[config.mk]
export PLATFORM = sky130hd
export DESIGN_NAME = ts_event_logger
export DESIGN_NICKNAME = d
export VERILOG_FILES = /design/src/rtl/ts_pkg.sv /design/src/rtl/ts_timebase.sv /design/src/rtl/ts_capture.sv /design/src/rtl/ts_event_fifo.sv /design/src/rtl/ts_event_logger.sv
export SDC_FILE = /design/constraint.sdc
export NUM_CORES = 1
export LEC_CHECK = 0
export BUFFER_PORTS_ARGS = -buffer_cell sky130_fd_sc_hd__clkbuf_2
export CORE_MARGIN = 2
export CORE_UTILIZATION = 45
export DETAILED_ROUTE_END_ITERATION = 10
export GPL_ROUTABILITY_DRIVEN = 0
export PLACE_DENSITY = 0.66
export RECOVER_POWER = 100
export SLEW_MARGIN = 20
export SYNTH_ARGS = -nofsm -noshare
export SYNTH_HDL_FRONTEND = slang
export SYNTH_HIERARCHICAL = 1
export SYNTH_SLANG_ARGS = --single-unit
[constraint.sdc]
create_clock -name clk_i -period 6.2 [get_ports clk_i]
set_input_delay 1.24 -clock clk_i [delete_from_list [all_inputs] [get_ports clk_i]]
set_output_delay 1.24 -clock clk_i [all_outputs]
set_load 0.01 [all_outputs]
[src/rtl/ts_pkg.sv]
package ts_pkg;
  localparam int TS_W = 16;
  localparam int ID_W = 29;

  typedef struct packed {
    logic            xtd;
    logic [ID_W-1:0] id;
    logic [TS_W-1:0] ts;
  } ev_rec_t;

  function automatic logic [31:0] rec_word0(ev_rec_t r);
    return {1'b0, r.xtd, 1'b0, r.id};
  endfunction

  function automatic logic [31:0] rec_word1(ev_rec_t r);
    return {{(32-TS_W){1'b0}}, r.ts};
  endfunction
endpackage

[src/rtl/ts_timebase.sv]
module ts_timebase
  import ts_pkg::*;
#(
  parameter int PRESC_W = 4
) (
  input  logic               clk_i,
  input  logic               rst_ni,
  input  logic               tick_i,
  input  logic [PRESC_W-1:0] presc_i,
  input  logic               ext_sel_i,
  input  logic [TS_W-1:0]    ext_ts_i,
  output logic [TS_W-1:0]    ts_o
);
  logic [PRESC_W-1:0] pcnt_q;
  logic [TS_W-1:0]    cnt_q;
  logic               adv;

  assign adv = tick_i && (pcnt_q >= presc_i);

  always_ff @(posedge clk_i or negedge rst_ni) begin
    if (!rst_ni) begin
      pcnt_q <= '0;
      cnt_q  <= '0;
    end else if (tick_i) begin
      if (adv) begin
        pcnt_q <= '0;
        cnt_q  <= cnt_q + 1'b1;  // free wrap
      end else begin
        pcnt_q <= pcnt_q + 1'b1;
      end
    end
  end

  assign ts_o = ext_sel_i ? ext_ts_i : cnt_q;

  p_hold_no_tick_r2: assert property (@(posedge clk_i) disable iff (!rst_ni)
    !tick_i |=> $stable(cnt_q));
  p_step_one_r2: assert property (@(posedge clk_i) disable iff (!rst_ni)
    adv |=> cnt_q == TS_W'($past(cnt_q) + 1'b1));
  p_wrap_r3: assert property (@(posedge clk_i) disable iff (!rst_ni)
    (adv && cnt_q == {TS_W{1'b1}}) |=> cnt_q == '0);
endmodule

[src/rtl/ts_capture.sv]
module ts_capture
  import ts_pkg::*;
(
  input  logic            clk_i,
  input  logic            rst_ni,
  input  logic            sof_i,
  input  logic [TS_W-1:0] ts_i,
  output logic [TS_W-1:0] cap_o
);
  always_ff @(posedge clk_i or negedge rst_ni) begin
    if (!rst_ni)    cap_o <= '0;
    else if (sof_i) cap_o <= ts_i;
  end

  p_capture_r5: assert property (@(posedge clk_i) disable iff (!rst_ni)
    sof_i |=> cap_o == $past(ts_i));
  p_hold_r6: assert property (@(posedge clk_i) disable iff (!rst_ni)
    !sof_i |=> $stable(cap_o));
endmodule

[src/rtl/ts_event_fifo.sv]
module ts_event_fifo
  import ts_pkg::*;
#(
  parameter int DEPTH = 8,
  localparam int AW = (DEPTH > 1) ? $clog2(DEPTH) : 1,
  localparam int LW = $clog2(DEPTH + 1)
) (
  input  logic    clk_i,
  input  logic    rst_ni,
  input  logic    push_i,
  input  ev_rec_t rec_i,
  input  logic    pop_i,
  input  logic    lost_clr_i,
  output ev_rec_t head_o,
  output logic [LW-1:0] level_o,
  output logic    empty_o,
  output logic    full_o,
  output logic    lost_o
);
  ev_rec_t         mem_q [DEPTH];
  logic [AW-1:0]   wr_q, rd_q;
  logic [LW-1:0]   lvl_q;
  logic            lost_q;
  logic            do_pop, do_push, drop;

  function automatic logic [AW-1:0] nxt(logic [AW-1:0] p);
    return (p == AW'(DEPTH - 1)) ? '0 : p + 1'b1;
  endfunction

  assign empty_o = (lvl_q == '0);
  assign full_o  = (lvl_q == LW'(DEPTH));
  assign do_pop  = pop_i && !empty_o;
  assign do_push = push_i && (!full_o || do_pop);
  assign drop    = push_i && full_o && !do_pop;

  always_ff @(posedge clk_i) begin
    if (do_push) mem_q[wr_q] <= rec_i;
  end

  always_ff @(posedge clk_i or negedge rst_ni) begin
    if (!rst_ni) begin
      wr_q   <= '0;
      rd_q   <= '0;
      lvl_q  <= '0;
      lost_q <= 1'b0;
    end else begin
      if (do_push) wr_q <= nxt(wr_q);
      if (do_pop)  rd_q <= nxt(rd_q);
      case ({do_push, do_pop})
        2'b10:   lvl_q <= lvl_q + 1'b1;
        2'b01:   lvl_q <= lvl_q - 1'b1;
        default: lvl_q <= lvl_q;
      endcase
      if (drop)            lost_q <= 1'b1;  // set wins over clear
      else if (lost_clr_i) lost_q <= 1'b0;
    end
  end

  assign head_o  = empty_o ? '0 : mem_q[rd_q];
  assign level_o = lvl_q;
  assign lost_o  = lost_q;

  p_level_bounded_r8: assert property (@(posedge clk_i) disable iff (!rst_ni)
    lvl_q <= LW'(DEPTH));
  p_no_overflow_r10: assert property (@(posedge clk_i) disable iff (!rst_ni)
    (full_o && push_i && !pop_i) |=> (full_o && lost_o && $stable(rd_q)));
  p_pop_empty_r9: assert property (@(posedge clk_i) disable iff (!rst_ni)
    (empty_o && pop_i && !push_i) |=> empty_o);
  p_swap_full_r11: assert property (@(posedge clk_i) disable iff (!rst_ni)
    (full_o && push_i && pop_i && !lost_o && !lost_clr_i) |=> (full_o && !lost_o));
  p_lost_sticky_r12: assert property (@(posedge clk_i) disable iff (!rst_ni)
    (lost_o && !lost_clr_i) |=> lost_o);
endmodule

[src/rtl/ts_event_logger.sv]
module ts_event_logger
  import ts_pkg::*;
#(
  parameter int PRESC_W = 4,
  parameter int DEPTH   = 8,
  localparam int LW = $clog2(DEPTH + 1)
) (
  input  logic               clk_i,
  input  logic               rst_ni,
  input  logic               tick_i,
  input  logic [PRESC_W-1:0] presc_i,
  input  logic               ext_sel_i,
  input  logic [15:0]        ext_ts_i,
  output logic [15:0]        ts_o,
  input  logic               rx_sof_i,
  output logic [15:0]        rx_ts_o,
  input  logic               tx_sof_i,
  output logic [15:0]        tx_ts_o,
  input  logic               tx_done_i,
  input  logic [28:0]        tx_id_i,
  input  logic               tx_xtd_i,
  input  logic               ev_ack_i,
  input  logic               lost_clr_i,
  output logic [31:0]        ev_word0_o,
  output logic [31:0]        ev_word1_o,
  output logic [LW-1:0]      ev_level_o,
  output logic               ev_empty_o,
  output logic               ev_full_o,
  output logic               ev_lost_o
);
  ev_rec_t new_rec, head;

  ts_timebase #(.PRESC_W(PRESC_W)) u_tb (
    .clk_i, .rst_ni, .tick_i, .presc_i, .ext_sel_i, .ext_ts_i, .ts_o
  );

  ts_capture u_rx_cap (
    .clk_i, .rst_ni, .sof_i(rx_sof_i), .ts_i(ts_o), .cap_o(rx_ts_o)
  );

  ts_capture u_tx_cap (
    .clk_i, .rst_ni, .sof_i(tx_sof_i), .ts_i(ts_o), .cap_o(tx_ts_o)
  );

  assign new_rec = '{xtd: tx_xtd_i, id: tx_id_i, ts: tx_ts_o};

  ts_event_fifo #(.DEPTH(DEPTH)) u_fifo (
    .clk_i, .rst_ni,
    .push_i(tx_done_i), .rec_i(new_rec), .pop_i(ev_ack_i), .lost_clr_i,
    .head_o(head), .level_o(ev_level_o), .empty_o(ev_empty_o),
    .full_o(ev_full_o), .lost_o(ev_lost_o)
  );

  assign ev_word0_o = rec_word0(head);
  assign ev_word1_o = rec_word1(head);

  p_empty_zero_r8: assert property (@(posedge clk_i) disable iff (!rst_ni)
    ev_empty_o |-> (ev_word0_o == '0 && ev_word1_o == '0));
  p_push_level_r7: assert property (@(posedge clk_i) disable iff (!rst_ni)
    (tx_done_i && !ev_ack_i && !ev_full_o) |=> ev_level_o == $past(ev_level_o) + 1'b1);
endmodule

# Yosys cells after proc, flatten, opt, wreduce, memory -nomap -nowiden
# Memories as Yosys holds them, arrays and structs flattened.
# Index checks and enable logic that the tools add are counted.
# op_classes
div_mod_pow	0
bitwise_logic	0
addsub	6
n_shift	0
n_mul	0
muxes	10
n_lt_le_gt_ge	1
n_reduce_logical	13
n_eq_ne	5
# ops
operator	n
46-bit 2-to-1 mux	1
16-bit by 1-bit adder with 16-bit output, second input constant	1
16-bit 2-to-1 mux	1
4-bit by 1-bit adder with 4-bit output, second input constant	2
4-bit case mux with 2 select lines	1
3-bit by 1-bit adder with 3-bit output, second input constant	2
3-bit equality test, second input constant	2
3-bit 2-to-1 mux	2
1-bit logical AND	5
4-bit equality test, second input constant	1
4-bit greater-or-equal comparator	1
4-bit zero test	1
1-bit 2-to-1 mux	4
4-bit 2-to-1 mux	1
2-bit nonzero test	2
4-bit by 1-bit subtractor with 4-bit output, second input constant	1
1-bit zero test	3
2-bit by 1-bit equality test with 1-bit output, second input constant	1
2-bit equality test, second input constant	1
2-bit AND reduction	1
1-bit logical OR	1
# word_totals
register_bits	63
latch_bits	0
rom_bits	0
n_memories	1
elab_cells	44
inputBits	59
output_inout_bits	119
mem_bits_rw	368
# memory_table
name	words	width	rd	rd_clocked_by_memory_dff	write_ports	line	rtl
u_fifo.mem_q	8	46	1	0	1	ts_event_fifo.sv:20	ev_rec_t mem_q [DEPTH];

# Logic depth before layout (Yosys ltp)
# Gate-level depths: netlist of run 1.
# depth
depth_word	7
ltp_mapped	9
ltp_nobuf	8

# By module
# The synthesis of run 1 kept the hierarchy.
# modules_own_cells
module	seq_area_each_um2	instances	area_per_inst_um2	cells_each
ts_event_fifo	11325.9	1	14770.4	677
ts_capture	400.4	2	649.4	34
ts_timebase	500.5	1	1293.7	124
ts_event_logger	0.0	1	138.9	19

# Least setup slack after synthesis of run 1
# No wires, ideal clock.
# synth_path
kind	in2reg
startpoint	input tx_done_i
endpoint	memory u_fifo/mem_q[0][0] in the netlist's numbering (enable)
n_path_buf	1
stages	4
t_arrival_ns	5.044
required_time_ns	5.694
setup_time_ns	0.506
setup_slack_ns	0.649
cell_sequence	buf_2 > o31ai_4 > or2b_2 > nor3_1
# synth_between
elab_chain_len	3
# synth_lines
element	line	rtl
start, declared	ts_event_logger.sv:19	input logic tx_done_i,
1-bit logical AND	ts_event_fifo.sv:33	assign do_push = push_i && (!full_o || do_pop);
1-bit 2-to-1 mux	ts_event_fifo.sv:37	if (do_push) mem_q[wr_q] <= rec_i;
1-bit 2-to-1 mux (not written as such)	ts_event_fifo.sv:37	
end, declared	ts_event_fifo.sv:20	
# Every way passes these cells.

# Final worst setup path of run 1
# layout_path
startpoint	input tx_done_i
endpoint	memory u_fifo/mem_q[4][11] in the netlist's numbering (enable)
# The elaborated chain is that of the path after synthesis.

==> results of run 1 <==
sequential cells by signal, indices dropped and copies added, names as in the netlist:
name	cells
u_tx_cap/cap_o	16
u_fifo/level_o	4
u_fifo/wr_q	3
u_fifo/lost_o	1
u_fifo/rd_q	3
u_tb/cnt_q	16
u_fifo/mem_q	368
u_tb/pcnt_q	4
u_rx_cap/cap_o	16
kinds of logic (layout without fill, tap and decap cells):
| group | after synthesis | after routing | synth area share |
|---|---|---|---|
| AO/OA/AOI/OAI | 31 | 31 | 0.0142 |
| XOR/XNOR | 16 | 16 | 0.00801 |
| adder cells (fa/ha/maj) | 11 | 11 | 0.00786 |
| buffers and inverters | 78 | 267 | 0.0291 |
| flip-flops | 431 | 431 | 0.721 |
| multiplexers | 189 | 189 | 0.182 |
| other | 1 | 18 | 0.000214 |
| AND/OR/NAND/NOR | 131 | 131 | 0.0370 |
cells in the final DEF (no fill, tap or decap), types with 3 or more instances in the layout:
master,Yosys,final
buf_4,22,9
clkinv_1,0,6
clkbuf_1,14,146
nand2b_1,5,6
nor3_1,9,9
nand2_1,16,16
inv_6,0,3
dfrtp_4,0,3
a21oi_1,3,3
clkbuf_16,0,45
clkbuf_2,1,27
inv_1,12,12
mux2_4,22,12
nand4_1,4,4
o211ai_1,4,4
clkinv_2,0,7
clkbuf_8,0,4
o21ai_0,6,7
bufinv_16,0,3
nand3_1,6,6
o22ai_1,4,4
nor2_1,64,64
nor4_1,9,10
edfxtp_1,368,368
xor2_1,14,14
dfrtp_1,63,60
conb_1,1,18
mux4_2,92,92
mux2_1,0,25
mux2i_1,47,47
ha_1,11,11
mux2_2,28,13
power breakdown:
group	switching (mW)	leakage, nW	total, mW	internal (mW)
Sequential	0.424	4.16	4.05	3.62
Combinational	1.30	2.05	2.40	1.10
Clock	1.07	0.692	2.58	1.51
metal layers:
metal,vias up,GRT usage
li1,3845,-
met1,4440,0.230
met2,214,0.285
met3,55,0.0381
met4,0,0.0420
met5,-,0
path summary, 6_finish.rpt:
kind,from,endpoint,slack (ns),depth (start not counted)
setup / recovery,tx_done_i,u_fifo/mem_q[4][11]$_DFFE_PP_,1.16,5
hold / removal,u_rx_cap/cap_o[9]$_DFFE_PN0P_,u_rx_cap/cap_o[9]$_DFFE_PN0P_,0.49,1
setup reg to reg,u_fifo/level_o[2]$_DFFE_PN0P_,u_fifo/mem_q[4][11]$_DFFE_PP_,1.41,5
hold reg to reg,u_rx_cap/cap_o[9]$_DFFE_PN0P_,u_rx_cap/cap_o[9]$_DFFE_PN0P_,0.49,1
max in group asynchronous,rst_ni,u_fifo/rd_q[0]$_DFFE_PN0N_,4.69,2
min in group asynchronous,rst_ni,u_rx_cap/cap_o[12]$_DFFE_PN0P_,0.87,2
cells in the mapped netlist, types with 3 or more instances:
| cell type | n | area share |
|---|---|---|
| nor2_1 | 64 | 0.014 |
| mux2_4 | 22 | 0.019 |
| o22ai_1 | 4 | 0.0014 |
| nand4_1 | 4 | 0.0014 |
| inv_1 | 12 | 0.0026 |
| o21ai_0 | 6 | 0.0017 |
| a21oi_1 | 3 | 0.00086 |
| xor2_1 | 14 | 0.0070 |
| nor3_1 | 9 | 0.0026 |
| buf_6 | 11 | 0.0071 |
| buf_2 | 14 | 0.0040 |
| o211ai_1 | 4 | 0.0017 |
| mux4_2 | 92 | 0.12 |
| nand2b_1 | 5 | 0.0018 |
| edfxtp_1 | 368 | 0.63 |
| buf_4 | 22 | 0.0094 |
| dfrtp_1 | 63 | 0.090 |
| nand3_1 | 6 | 0.0017 |
| nor4_1 | 9 | 0.0032 |
| clkbuf_1 | 14 | 0.0030 |
| mux2i_1 | 47 | 0.027 |
| mux2_2 | 28 | 0.018 |
| nand2_1 | 16 | 0.0034 |
| ha_1 | 11 | 0.0079 |
per-stage QoR:
stage / utilization / power (mW) / hold slack [ns] / worst slack, ns
floorplan: - / 5.83 / 0.438 / 0.649
global placement: 0.486 / 6.67 / 0.477 / 2.36
detailed placement: 0.486 / 6.71 / 0.484 / 2.38
CTS: 0.523 / 9.30 / 0.496 / 1.76
global route: 0.514 / 9.49 / 0.507 / 0.832
finish: 0.514 / 9.02 / 0.491 / 1.16
cell type report:
cell class | count | share of cell area
timing repair buffer | 176 | 0.0378
tap | 518 | 0.0327
multi-input combinational | 396 | 0.218
clock inverter | 22 | 0.0101
clock buffer | 57 | 0.0611
inverter | 12 | 0.00227
sequential | 431 | 0.638
critical path: stages:
cell	delay (ns)
clkbuf_1	0.37
o31ai_1	0.29
or2b_2	0.40
nor2_1	2.34
buf_4	0.60
==> results.py, run 1 <==
metrics = {
    "status": {
        "status": "finished, violations left",
        "violations": "max-capacitance violations, max-slew violations",
    },
    "floorplan": {
        "die_h_um": 201,
        "io_pins": 178,
        "start_util": 0.454,
        "die-area_um2": 40500,
        "num_rows": 72,
        "core_area_um2": 38600,
        "fp.dieW_um": 201,
    },
    "power_and_ir_drop": {
        "vdd_ir_drop_max_uv": 244,
        "p_leak_nw": 6.90,
        "power.density_nw_per_um2": 455,
    },
    "worst_hold_path": {
        "hold_path.class": "reg -> reg",
    },
    "synthesis": {
        "ys_ff_latch": 431,
        "async_flop_share": 0.146,
        "synth_seq_area_share": 0.721,
        "synth_edf_count": 368,
        "yosys_warnings": 6,
        "yosysUniqueCellTypes": 54,
        "syn_area_per_cell_um2": 19.7,
        "netlist_area_um2": 17500,
        "syn_inst": 888,
        "ys.flop_type": "edfxtp_1",
    },
    "sta": {
        "max_slew.worst_pin.slew_ns": 3.20,
        "fin_crit_ns": 5.04,
        "rsz0062_at_grt": "false",
        "relSlewSlack": -1.14,
        "fin_setup_tns_ns": 0,
        "setup_viol": 0,
        "finalClockSkew_ns": 0.0172,
        "drv_slew": 225,
        "fmax_mhz": 198,
        "hold_viol": 0,
        "final.period_utilization": 0.813,
    },
    "setup_path": {
        "cp_data_required_time_ns": 6.42,
        "startpoint_type": "input pin",
        "cp-end-kind": "flip-flop",
        "cp_max_fo": 29,
        "crit_type": "in -> reg",
        "crit_arrival_ns": 5.26,
    },
    "global_routing": {
        "grt_max_degree": 76,
        "antenna_found_initial": 0,
        "grt_pass1_wl_um": 52800,
        "track_usage": 0.171,
        "grt.overflow.total": 0,
        "grt_pass1_vias": 8857,
    },
    "drt": {
        "wl_met3_um": 1830,
        "routed_wl_um": 34200,
        "ant_nets": 0,
        "routedWlPerCell_um": 21.2,
        "drtPass1Iterations": 4,
        "viasPerCell": 5.31,
        "wl_met1_um": 14900,
        "post-route-drc-count": 0,
        "drtIter0Drc": 434,
        "top_layer": "met4",
        "met2_length_um": 16900,
        "num_vias": 8554,
    },
    "finish": {
        "nNetsFinal": 1131,
        "drive_gt1_frac": 0.207,
        "postLayoutCellArea_um2": 19800,
        "n_antenna_cell": 0,
        "finalNonFillerCells": 1612,
        "multi_input_area_um2": 4330,
        "n_fill_cell": 3230,
        "seqCellArea_um2": 12600,
        "area_growth_pct": 13.2,
    },
    "placement": {
        "port_buffers": 159,
        "placed_cells": 1531,
        "placed_area_um2": 18700,
        "dp_hpwl_um": 20000,
    },
    "cts": {
        "cts.sinks": 431,
        "h-tree-depth": 2,
        "post-cts-setup-buffers": 0,
        "cts_tree": "built",
        "insertion_delay_ns": 0.56,
        "clk_pin_slew_worst_paths_ns": 0.06,
        "cts_inserted_buffers": 44,
        "cts.path.max_buffers": 3,
        "cts_root_buffer": "clkbuf_16",
        "cts_resized": 0,
        "hold_buffers": 0,
    },
    "job": {
        "cap_violations": 9,
    },
}
Power figures use the tool's default switching activity.
==> run 2: changes to the inputs <==
==> constraint.sdc (replaced) <==
create_clock -name clk_i -period 5.3 [get_ports clk_i]
set_input_delay 1.06 -clock clk_i [delete_from_list [all_inputs] [get_ports clk_i]]
set_output_delay 1.06 -clock clk_i [all_outputs]
set_load 0.01 [all_outputs]
==> run 2 against run 1 <==
Net effect:
- the run still ends with max-capacitance violations, max-slew violations left
- global-route usage increased by 0.47 points
- clock skew increased by 0.0023 ns
- hold slack got worse by 0.0075 ns
- critical endpoint is now u_fifo/mem_q[6][42]$_DFFE_PP_
- largest cell class unchanged
- largest power group unchanged
==> results.py, run 2 (synthesis results as in run 1) <==
metrics = {
    "setup_path": {
        "timing.critical_path.mode_cell": "clkbuf_1",
        "max_stage_delay_ns": 2.00,
        "cp_max_fo": 24,
        "critical-path-top-delay-family": "simple AND/OR/NAND/NOR gates",
        "worstPathCellList": "clkbuf_1 > o31ai_1 > or2b_1 > nor2_1 > clkbuf_1",
        "critPathSlowestCell": "nor2_1",
        "crit_arrival_ns": 4.70,
        "crit_type": "in -> reg",
        "reg2reg_setup_slack_ns": 0.90,
        "cp-end-kind": "flip-flop",
        "crit_buf_inv": 2,
        "startpoint_type": "input pin",
        "cp_data_required_time_ns": 5.50,
    },
    "sta": {
        "finalClockSkew_ns": 0.0195,
        "final.period_utilization": 0.850,
        "max_slew.worst_pin.slew_ns": 3.10,
        "fin_crit_ns": 4.50,
        "rsz0062_at_grt": "false",
        "fin_setup_tns_ns": 0,
        "relSlewSlack": -1.07,
        "fmax_mhz": 222,
        "drv_slew": 173,
        "hold_viol": 0,
        "setup_viol": 0,
    },
    "finish": {
        "drive_gt1_frac": 0.210,
        "final_common_cell": "edfxtp_1",
        "n_fill_cell": 3257,
        "largest-register": "u_fifo/mem_q",
        "area_growth_pct": 13.8,
        "nNetsFinal": 1137,
        "largest_reg_flops": 368,
        "post-route-util": 0.517,
        "layout_common_cells": "edfxtp_1, clkbuf_1, mux4_2, nor2_1, dfrtp_1",
    },
    "drt": {
        "viasPerCell": 5.35,
        "ant_nets": 0,
        "routedWlPerCell_um": 21.5,
        "post-route-drc-count": 0,
        "drtIter0Drc": 454,
        "num_vias": 8666,
        "routed_wl_um": 34800,
        "drtPass1Iterations": 4,
    },
    "floorplan": {
        "num_rows": 72,
        "start_util": 0.454,
        "core_area_um2": 38600,
        "fp.dieW_um": 201,
        "io_pins": 178,
        "die-area_um2": 40500,
        "die_h_um": 201,
    },
    "status": {
        "violations": "max-capacitance violations, max-slew violations",
        "status": "finished, violations left",
    },
    "cts": {
        "post-cts-setup-buffers": 0,
        "cts_resized": 0,
        "cts_tree": "built",
        "cts.sinks": 431,
        "clk_pin_slew_worst_paths_ns": 0.06,
        "cts_root_buffer": "clkbuf_16",
        "insertion_delay_ns": 0.56,
        "cts.path.max_buffers": 3,
        "hold_buffers": 0,
        "cts_inserted_buffers": 44,
        "h-tree-depth": 2,
    },
    "global_routing": {
        "grt.overflow.total": 0,
        "track_usage": 0.175,
        "grt_pass1_vias": 9031,
        "antenna_found_initial": 0,
        "grt_pass1_wl_um": 54100,
        "grt_max_degree": 70,
    },
    "job": {
        "cap_violations": 9,
    },
    "placement": {
        "port_buffers": 159,
        "dp_hpwl_um": 21100,
    },
    "power_and_ir_drop": {
        "p_leak_nw": 6.95,
        "power.density_nw_per_um2": 536,
        "vdd_ir_drop_max_uv": 291,
    },
    "worst_hold_path": {
        "hold_path.class": "reg -> reg",
    },
}
## run 2: area by class of cell
cell class	count	area, um2	share of cell area
flip-flops and latches	431	12600	0.634
multi-input cells	396	4330	0.218
clock buffers	56	1160	0.0580
repair buffers	182	807	0.0405
well taps	518	648	0.0325
clock inverters	24	292	0.0146
inverters	12	45.0	0.00226
diodes	1	2.50	0.000126
## run 2: path summary, 6_finish.rpt
path / from / to / cells after the start
min reg2reg: u_tb/cnt_q[12]$_DFFE_PN0P_ / u_tb/cnt_q[12]$_DFFE_PN0P_ / 1
max in group asynchronous: rst_ni / u_fifo/rd_q[1]$_DFFE_PN0N_ / 2
min in group asynchronous: rst_ni / u_tx_cap/cap_o[11]$_DFFE_PN0P_ / 2
min: u_tb/cnt_q[12]$_DFFE_PN0P_ / u_tb/cnt_q[12]$_DFFE_PN0P_ / 1
max reg2reg: u_fifo/level_o[1]$_DFFE_PN0P_ / u_fifo/mem_q[6][42]$_DFFE_PP_ / 5
max: tx_done_i / u_fifo/mem_q[6][42]$_DFFE_PP_ / 5
## run 2: through the flow
step / std cells / power (mW) / hold slack (ns) / worst slack, ns / area, um2
CTS: 1618 / 11.0 / 0.494 / 1.20 / 20300
global route: 1619 / 11.2 / 0.501 / 0.536 / 19900
detailed placement: 1538 / 7.92 / 0.485 / 1.75 / 18800
finish: 1620 / 10.7 / 0.483 / 0.797 / 19900
global placement: 1538 / 7.88 / 0.473 / 1.79 / 18800
floorplan: 905 / 6.82 / 0.438 / 1.18 / 17600
## run 2: worst register-to-register path: cells and delay by family (launching register included)
| kind | cells | cell delay [ns] |
|---|---|---|
| AND/OR/NAND/NOR | 3 | 2.68 |
| buffers and inverters | 1 | 0.58 |
| flip-flops | 1 | 0.57 |
| AO/OA/AOI/OAI | 1 | 0.23 |
## run 2: per-layer routing
layer  GRT usage  vias up  share of wire
met5           0        -              0
met4      0.0431        0          0.016
met3      0.0387       47          0.051
met2       0.284      217           0.49
met1       0.244     4544           0.44
li1            -     3858              -
## run 2: power breakdown
| group | total (mW) | switching, mW | internal, mW |
|---|---|---|---|
| logic | 2.82 | 1.49 | 1.32 |
| clock network | 3.09 | 1.25 | 1.84 |
| registers | 4.77 | 0.543 | 4.23 |
| total | 10.7 | 3.29 | 7.40 |
